### src/rtl/backoff_pkg.sv
// Shared types and constants for the collision backoff timer.
// Assumes the limit encodings below are fixed by the transmit control logic.
package backoff_pkg;

    // Encoding of the backoff-limit setting
    typedef enum logic [1:0] {
        LIM_WIDE   = 2'b00,
        LIM_MEDIUM = 2'b01,
        LIM_NARROW = 2'b10,
        LIM_SINGLE = 2'b11
    } limit_e;

    // Number of random bits allowed by each limit setting
    localparam int LIM_WIDE_BITS   = 10;
    localparam int LIM_MEDIUM_BITS = 8;
    localparam int LIM_NARROW_BITS = 4;
    localparam int LIM_SINGLE_BITS = 1;

endpackage

### src/rtl/backoff_lfsr.sv
// Free-running Fibonacci LFSR used as the backoff random source.
// Assumes SEED is nonzero and the taps form a maximal-length polynomial.
module backoff_lfsr #(
    parameter int             W     = 20,
    parameter int             TAP_A = 20,
    parameter int             TAP_B = 17,
    parameter logic [W-1:0]   SEED  = 20'h5A5A5
) (
    input  logic         clk,
    input  logic         rst_n,
    output logic [W-1:0] lfsr_o
);

    logic [W-1:0] lfsr_q;
    logic         fb;

    // Feedback bit from the two taps
    assign fb = lfsr_q[TAP_A-1] ^ lfsr_q[TAP_B-1];

    // Shift toward the MSB every clock, reload seed on reset
    always_ff @(posedge clk) begin
        if (!rst_n) lfsr_q <= SEED;
        else        lfsr_q <= {lfsr_q[W-2:0], fb};
    end

    assign lfsr_o = lfsr_q;

endmodule

### src/rtl/backoff_exp_mask.sv
// Builds the mask of random bits that set the backoff wait.
// The width is min(retry, MAX_EXP, limit width). Assumes MAX_EXP >= 10.
module backoff_exp_mask
    import backoff_pkg::*;
#(
    parameter int RETRY_W = 5,
    parameter int MAX_EXP = 10
) (
    input  logic [RETRY_W-1:0] retry_i,
    input  limit_e             limit_i,
    output logic [MAX_EXP-1:0] mask_o
);

    localparam int EXP_W = $clog2(MAX_EXP + 1);

    logic [EXP_W-1:0] k_exp;
    logic [EXP_W-1:0] lim_bits;
    logic [EXP_W-1:0] eff_bits;

    // Truncate the retry count at the exponent ceiling
    always_comb begin
        if (retry_i > RETRY_W'(MAX_EXP)) k_exp = EXP_W'(MAX_EXP);
        else                             k_exp = EXP_W'(retry_i);
    end

    // Translate the limit setting into a bit count
    always_comb begin
        unique case (limit_i)
            LIM_WIDE:   lim_bits = EXP_W'(LIM_WIDE_BITS);
            LIM_MEDIUM: lim_bits = EXP_W'(LIM_MEDIUM_BITS);
            LIM_NARROW: lim_bits = EXP_W'(LIM_NARROW_BITS);
            default:    lim_bits = EXP_W'(LIM_SINGLE_BITS);
        endcase
    end

    // The effective width is the smaller of the two
    always_comb begin
        eff_bits = (k_exp < lim_bits) ? k_exp : lim_bits;
    end

    // One mask bit per position: set below the effective width
    genvar gi;
    generate
        for (gi = 0; gi < MAX_EXP; gi++) begin : g_mask
            assign mask_o[gi] = (EXP_W'(gi) < eff_bits);
        end
    endgenerate

endmodule

### src/rtl/backoff_slot_timer.sv
// Counts a loaded number of slot-times down on bit ticks.
// It pulses done when the count reaches zero and ignores start while busy.
// Assumes tick_i is a single-cycle strobe per bit time.
module backoff_slot_timer #(
    parameter int SLOT_BITS = 512,
    parameter int CNT_W     = 10
) (
    input  logic             clk,
    input  logic             rst_n,
    input  logic             start_i,
    input  logic [CNT_W-1:0] load_i,
    input  logic             tick_i,
    output logic             busy_o,
    output logic             done_o
);

    localparam int               SLOT_W    = $clog2(SLOT_BITS);
    localparam logic [SLOT_W-1:0] SLOT_LAST = SLOT_W'(SLOT_BITS - 1);

    logic              busy_q;
    logic [CNT_W-1:0]  rem_q;
    logic [SLOT_W-1:0] slot_q;
    logic              rem_zero;

    assign rem_zero = (rem_q == '0);

    // Load on start when idle, then count bit ticks and slots down
    always_ff @(posedge clk) begin
        if (!rst_n) begin
            busy_q <= 1'b0;
            rem_q  <= '0;
            slot_q <= '0;
        end else if (!busy_q) begin
            if (start_i) begin
                busy_q <= 1'b1;
                rem_q  <= load_i;
                slot_q <= '0;
            end
        end else if (rem_zero) begin
            busy_q <= 1'b0;
        end else if (tick_i) begin
            if (slot_q == SLOT_LAST) begin
                slot_q <= '0;
                rem_q  <= rem_q - 1'b1;
            end else begin
                slot_q <= slot_q + 1'b1;
            end
        end
    end

    assign busy_o = busy_q;
    assign done_o = busy_q && rem_zero;

endmodule

### src/rtl/collision_backoff_timer.sv
// Top level of the half-duplex transmit backoff engine.
// It samples a masked random wait on a collision and times it in slot-times.
// Assumes retry counting, jam and carrier sensing are handled elsewhere.
module collision_backoff_timer
    import backoff_pkg::*;
#(
    parameter int          LFSR_W    = 20,
    parameter int          RETRY_W   = 5,
    parameter int          MAX_EXP   = 10,
    parameter int          SLOT_BITS = 512,
    parameter logic [19:0] SEED      = 20'h5A5A5
) (
    input  logic               clk,
    input  logic               rst_n,
    input  logic               collision_i,
    input  logic [RETRY_W-1:0] retry_cnt_i,
    input  logic [1:0]         limit_sel_i,
    input  logic               bit_tick_i,
    output logic               busy_o,
    output logic               done_o
);

    logic [LFSR_W-1:0]  lfsr_q;
    logic [MAX_EXP-1:0] wait_mask;
    logic [MAX_EXP-1:0] wait_val;

    backoff_lfsr #(
        .W     (LFSR_W),
        .TAP_A (20),
        .TAP_B (17),
        .SEED  (LFSR_W'(SEED))
    ) u_lfsr (
        .clk    (clk),
        .rst_n  (rst_n),
        .lfsr_o (lfsr_q)
    );

    backoff_exp_mask #(
        .RETRY_W (RETRY_W),
        .MAX_EXP (MAX_EXP)
    ) u_mask (
        .retry_i (retry_cnt_i),
        .limit_i (limit_e'(limit_sel_i)),
        .mask_o  (wait_mask)
    );

    // Keep only the allowed low random bits
    assign wait_val = lfsr_q[MAX_EXP-1:0] & wait_mask;

    backoff_slot_timer #(
        .SLOT_BITS (SLOT_BITS),
        .CNT_W     (MAX_EXP)
    ) u_timer (
        .clk     (clk),
        .rst_n   (rst_n),
        .start_i (collision_i),
        .load_i  (wait_val),
        .tick_i  (bit_tick_i),
        .busy_o  (busy_o),
        .done_o  (done_o)
    );

endmodule

### config.mk
export PLATFORM = sky130hd
export DESIGN_NAME = collision_backoff_timer
export DESIGN_NICKNAME = d
export VERILOG_FILES = /design/src/rtl/backoff_pkg.sv /design/src/rtl/backoff_lfsr.sv /design/src/rtl/backoff_exp_mask.sv /design/src/rtl/backoff_slot_timer.sv /design/src/rtl/collision_backoff_timer.sv
export SDC_FILE = /design/constraint.sdc
export NUM_CORES = 1
export LEC_CHECK = 0
export BUFFER_PORTS_ARGS = -buffer_cell sky130_fd_sc_hd__buf_2
export CORE_MARGIN = 2
export CORE_UTILIZATION = 50
export DETAILED_ROUTE_END_ITERATION = 10
export PLACE_DENSITY = 0.68
export SLEW_MARGIN = 5
export SYNTH_ARGS = -nofsm -noshare
export SYNTH_HDL_FRONTEND = slang
export SYNTH_HIERARCHICAL = 1
export SYNTH_SLANG_ARGS = --single-unit
export TNS_END_PERCENT = 100
### constraint.sdc
create_clock -name clk -period 6.59 [get_ports clk]
set_clock_uncertainty 0.05 [all_clocks]
set_input_delay 0.9885 -clock clk [delete_from_list [all_inputs] [get_ports clk]]
set_output_delay 0.9885 -clock clk [all_outputs]
set_load 0.01 [all_outputs]
Yosys cells after proc, flatten, opt, wreduce, memory -nomap -nowiden
Index checks and enable logic that the tools add are counted.
{"block": "word_totals", "reg_bits": 40, "inputBits": 11, "out_inout_bits": 2, "wordCells": 48}
{"block": "op_classes", "n_addsub": 2, "order_cmp": 12, "n_eq_ne": 6, "n_mux": 16, "bitwise_logic": 2, "reduce_logical": 6}
{"operator": "2-to-1 mux 10 bit", "n": 5}
{"operator": "2-to-1 mux 9 bit", "n": 5}
{"operator": "less-than comparator 3 x 4 -> 1 bit (first input constant)", "n": 4}
{"operator": "case mux 4 bit (3 select lines)", "n": 1}
{"operator": "bitwise AND 10 bit", "n": 1}
{"operator": "zero test 10 bit", "n": 1}
{"operator": "subtractor 10 x 1 -> 10 bit (second input constant)", "n": 1}
{"operator": "adder 9 x 1 -> 9 bit (second input constant)", "n": 1}
{"operator": "equality test 9 bit (second input constant)", "n": 1}
{"operator": "less-than comparator 1 x 4 -> 1 bit (first input constant)", "n": 2}
{"operator": "less-than comparator 2 x 4 -> 1 bit (first input constant)", "n": 2}
{"operator": "less-than comparator 4 bit (first input constant)", "n": 2}
{"operator": "2-to-1 mux 4 bit", "n": 2}
{"operator": "inequality test 2 bit (second input constant)", "n": 3}
{"operator": "> comparator 5 x 4 -> 1 bit (second input constant)", "n": 1}
{"operator": "less-than comparator 4 bit", "n": 1}
{"operator": "AND reduction 4 bit", "n": 1}
{"operator": "2-to-1 mux 1 bit", "n": 3}
{"operator": "AND reduction 3 bit", "n": 1}
{"operator": "equality test 2 x 1 -> 1 bit (second input constant)", "n": 1}
{"operator": "equality test 2 bit (second input constant)", "n": 1}
{"operator": "zero test 2 bit", "n": 1}
{"operator": "nonzero test 2 bit", "n": 1}
{"operator": "logical AND 1 bit", "n": 1}
{"operator": "XOR 1 bit", "n": 1}

Depth between registers and ports, before layout
{"block": "depth", "ltp_word": 8, "depth_mapped": 12, "ltp_nobuf": 12}

Cells and area by module
Netlist, hierarchy kept.
{"module": "backoff_slot_timer", "instances": 1, "cells_each": 143, "area_per_inst_um2": 1208.7, "seq_area_each_um2": 400.4}
{"module": "backoff_lfsr", "instances": 1, "cells_each": 43, "area_per_inst_um2": 544.3, "seq_area_each_um2": 400.4}
{"module": "backoff_exp_mask", "instances": 1, "cells_each": 42, "area_per_inst_um2": 291.5, "seq_area_each_um2": 0.0}
{"module": "collision_backoff_timer", "instances": 1, "cells_each": 10, "area_per_inst_um2": 62.6, "seq_area_each_um2": 0.0}

Worst setup path after synthesis
Ideal clock, no wire load.
{"block": "synth_path", "path_kind": "input to register", "from": "input retry_cnt_i[4]", "to": "register u_timer.rem_q[1]", "setup_ns": 0.070, "t_arrival_ns": 3.115, "required_ns": 6.470, "setup_slack_ns": 3.355, "cell_stages": 11, "n_path_buf": 0, "cell_sequence": "or2_2 -> ha_1 -> o211ai_1 -> and2_4 -> a31oi_4 -> mux2i_1 -> or2_1 -> and2_1 -> o21ai_0 -> or3_2 -> a21oi_1"}
{"block": "synth_between", "elab_chain_len": 8}
{"item": "start, declared", "line": "collision_backoff_timer.sv:16", "text": "input logic [RETRY_W-1:0] retry_cnt_i,"}
{"item": "> comparator 5 x 4 -> 1 bit *", "line": "backoff_exp_mask.sv:22", "text": "if (retry_i > RETRY_W'(MAX_EXP)) k_exp = EXP_W'(MAX_EXP);"}
{"item": "2-to-1 mux 4 bit *", "line": "backoff_exp_mask.sv:22"}
{"item": "less-than comparator 4 bit", "line": "backoff_exp_mask.sv:38", "text": "eff_bits = (k_exp < lim_bits) ? k_exp : lim_bits;"}
{"item": "2-to-1 mux 4 bit *", "line": "backoff_exp_mask.sv:38"}
{"item": "less-than comparator 1 x 4 -> 1 bit *", "line": "backoff_exp_mask.sv:45", "text": "assign mask_o[gi] = (EXP_W'(gi) < eff_bits);"}
{"item": "named net wait_mask[1]", "line": "collision_backoff_timer.sv:24", "text": "logic [MAX_EXP-1:0] wait_mask;"}
{"item": "bitwise AND 10 bit *", "line": "collision_backoff_timer.sv:48", "text": "assign wait_val = lfsr_q[MAX_EXP-1:0] & wait_mask;"}
{"item": "named net wait_val[1]", "line": "collision_backoff_timer.sv:25", "text": "logic [MAX_EXP-1:0] wait_val;"}
{"item": "2-to-1 mux 10 bit *", "line": "backoff_slot_timer.sv:34", "text": "if (start_i) begin"}
{"item": "2-to-1 mux 10 bit *", "line": "backoff_slot_timer.sv:33", "text": "end else if (!busy_q) begin"}
{"item": "end signal, assigned", "line": "backoff_slot_timer.sv:36", "text": "rem_q <= load_i;"}
{"item": "end signal, assigned", "line": "backoff_slot_timer.sv:44", "text": "rem_q <= rem_q - 1'b1;"}
{"item": "end, declared", "line": "backoff_slot_timer.sv:21", "text": "logic [CNT_W-1:0] rem_q;"}
Mark *: on every way through the listed nets, which the timed path passes. The rest lies on a longest branch. The select of a mux whose other input is x is not followed.
A chain may end at the register's enable or synchronous reset.

Final worst setup path
Ends and elaborated chain as after synthesis.

==> results by group <==
Final layout
  • Fin area: 2250 um^2
  • Ant diodes: 0
  • Area growth from synthesis to layout: 7.01%
  • Share of cells above drive strength 1: 13.3%
  • Final Net Count: 265
  • Final Instance Count excl. Fillers: 298
  • Fill cells: 387

Floorplanning
  • Num rows: 23
  • I/O pins: 13
  • Die Area: 4750 um^2
  • Die Height: 68.9 um
  • Die span in x: 68.9 um
  • Initial core utilization: 52.3%
  • Core ar.: 4030 um^2

Logic synthesis
  • Cell with the most instances after synthesis: dfxtp_1
  • Syn Nets: 256
  • Ys async rst share: 0%
  • Most used DFF post-synth: dfxtp_1
  • Post-synthesis simple-gate area fraction: 27.7%
  • Largest family of logic cells by synthesized area: simple AND/OR/NAND/NOR gates
  • Syn_area_per_cell: 8.85 um^2
  • Unique cell type count in the Yosys netlist: 57
  • Syn Std Cell Area: 2110 um^2
  • Top post-synthesis cells by area: dfxtp_1 38%, and2_1 6.8%, ha_1 4.2%, nor2_1 3.0%, nand2b_1 3.0%
  • Seq cells post-synth: 40
  • Post-synth EDFFs: 0
  • Share of Yosys cell area claimed by the top area cell type: 38.0%
  • Compound-Gate Fraction of Synth Area: 21.1%
  • Mux contribution to synthesized area: 2.85%
  • Commonest cells post-synth: 40 x dfxtp_1, 23 x and2_1, 17 x nor2_1
  • Adder-cell share of the synthesized area: 4.16%
  • Synthesis Warnings: 6
  • Post-synthesis cell count: 238
  • Cell taking the most area after synthesis: dfxtp_1
  • Sequential cell area fraction in the yosys report: 38.0%
  • Synth Area in XOR/XNOR: 0.831%

CTS
  • Skew-Pair Late Insertion Delay: 0.29 ns
  • Hold-fix buffers, CTS: 0
  • CTS clk-pin slew, worst paths: 0.08 ns
  • CTS Buf Count: 5
  • # Post-CTS Setup Buffers: 0
  • Post-CTS resize count: 0
  • Root Driver: clkbuf_8
  • H-tree depth: 2
  • Clock sink count: 40
  • CTS tree: yes
  • Bufs on Longest Clock Path: 2

Worst hold path
  • Hold_sp: u_lfsr/lfsr_o[15]
  • HP Class: flip-flop to flip-flop
  • Hold Path Sink: u_lfsr/lfsr_o[16]
  • Cells on Worst Hold Path: 1

Critical path
  • Endpoint class of the critical path: flip-flop
  • R2R Path End: u_timer/slot_q[1]
  • Worst reg2reg path depth: 8
  • CP Data Arrival Time: 3.40 ns
  • RR Startpoint: u_timer/slot_q[0]
  • Critical path peak fanout: 6
  • Critical setup path kind: input pin to flip-flop
  • Worst endpoint required time: 6.77 ns
  • Startpoint types: input pin
  • R2R Setup Slk: 4.29 ns

Global route
  • Gr usage total: 19.1%
  • Largest net degree at the start of global routing: 35
  • Initial antenna violation count: 0
  • Vias in the first global route: 1,459
  • First-pass GRT wire length: 6710 um
  • Global route overflow: 0

STA
  • RSZ-0062 raised after global routing: false
  • Final hold violation count: 0
  • FMAX: 310 MHz
  • Fin. max-slew vios: 0
  • Worst slew margin: 55.1%
  • Final setup margin: 3.37 ns
  • Period minus WS final: 3.22 ns
  • Final period util: 48.9%
  • Setup TNS: 0 ns
  • Final hold slack: 0.360 ns
  • Setup-failing EPs final: 0
  • Worst-Margin Slew: 0.667 ns

Place
  • DP Wirelength: 2770 um
  • Placer Congestion: 0.799
  • Input/output buffers: 12
  • Post-placement setup slack: 3.05 ns
  • Placed cell count: 290
  • Placed Area: 2160 um^2

Routing
  • Overall routed net length: 4050 um
  • Avg Vias per Cell: 5.61
  • 1st-pass router iterations: 4
  • Post-detailed-route count of antenna-violating nets: 0
  • Vias: 1,672
  • DRT iter0 DRCs: 151
  • Routed len/inst: 13.6 um
  • DRC Markers: 0

Power and ir drop
  • VDD IR max: 0.124 mV
  • Pwr Density: 265 nW/um^2
  • Leakage: 0.841 nW

Run status
  • Outcome: completed

Flow run
  • Number of max-cap violations: 0
-- cells by family after synthesis --
| group | Yosys count |
|---|---|
| DFF | 40 |
| AOI/OAI and AO/OA | 61 |
| adders and majority gates | 7 |
| and+or+nand+nor | 101 |
| muxes | 6 |
| buffers and inverters | 21 |
| xor gates and xnor gates | 2 |
-- cell usage in the layout, fill, tap and decap left out, types with 6 or more instances in the layout --
cell type / Yosys / layout
ha_1: 7 / 7
nand2b_1: 10 / 10
o21ai_0: 12 / 12
nor2_1: 17 / 17
dfxtp_1: 40 / 40
a21oi_1: 12 / 12
mux2i_1: 6 / 6
o31ai_1: 8 / 8
nand2_1: 15 / 15
nand3_1: 9 / 9
inv_1: 10 / 10
and2_1: 23 / 23
buf_2: 4 / 12
clkbuf_8: 0 / 6
-- worst max-delay path by stage --
stage | from | cells past startpoint | to | slack, ns
floorplan | retry_cnt_i[4] | 11 | u_timer/rem_q[1] | 3.36
global placement | retry_cnt_i[4] | 12 | u_timer/rem_q[1] | 3.13
detailed placement | retry_cnt_i[4] | 11 | u_timer/rem_q[0] | 3.05
CTS | retry_cnt_i[4] | 12 | u_timer/rem_q[1] | 3.39
global route | retry_cnt_i[4] | 12 | u_timer/rem_q[1] | 3.21
finish | retry_cnt_i[4] | 12 | u_timer/rem_q[1] | 3.37
-- state kept, by name, indices dropped and copies added (netlist names) --
signal          flops
u_timer/slot_q      9
u_lfsr/lfsr_o      20
u_timer/rem_q      10
u_timer/busy_o      1
-- layout make-up --
| cell class | count | area, um^2 | share of cell area [%] |
|---|---|---|---|
| timing repair buffer | 12 | 60.1 | 2.66 |
| inverter | 11 | 41.3 | 1.83 |
| tap | 50 | 62.6 | 2.77 |
| sequential | 40 | 801 | 35.5 |
| multi-input combinational | 177 | 1190 | 52.9 |
| clock buffer | 6 | 82.6 | 3.66 |
| clock inverter | 2 | 15.0 | 0.666 |
-- through the flow --
stage	power (mW)	utilization, %
2_1_floorplan	0.404	-
3_3_place_gp	0.428	53.5
3_5_place_dp	0.428	53.5
4_1_cts	0.603	56.0
5_1_grt	0.632	56.0
6_report	0.597	56.0
-- critical path: stages --
cell,delay (ns)
buf_2,0.11
or2_2,0.33
ha_1,0.34
o211ai_1,0.13
and2_4,0.19
a31oi_4,0.23
mux2i_1,0.24
or2_1,0.11
and2_1,0.10
o21ai_0,0.05
or3_2,0.42
a21oi_1,0.14
-- power by group --
group | internal (mW) | total [mW] | switching, mW
clock network | 0.0847 | 0.173 | 0.0881
logic | 0.0626 | 0.148 | 0.0853
registers | 0.259 | 0.277 | 0.0174
total | 0.407 | 0.597 | 0.191
-- layer usage --
metal | vias to the layer above | GRT usage [%] | share of wire (%)
met5 | - | 0 | 0
met4 | 0 | 7.35 | 0.67
met3 | 2 | 4.87 | 4.5
met2 | 37 | 27.4 | 42
met1 | 751 | 27.3 | 52
li1 | 882 | - | -
Note: power is estimated with default switching activity, not from simulation.
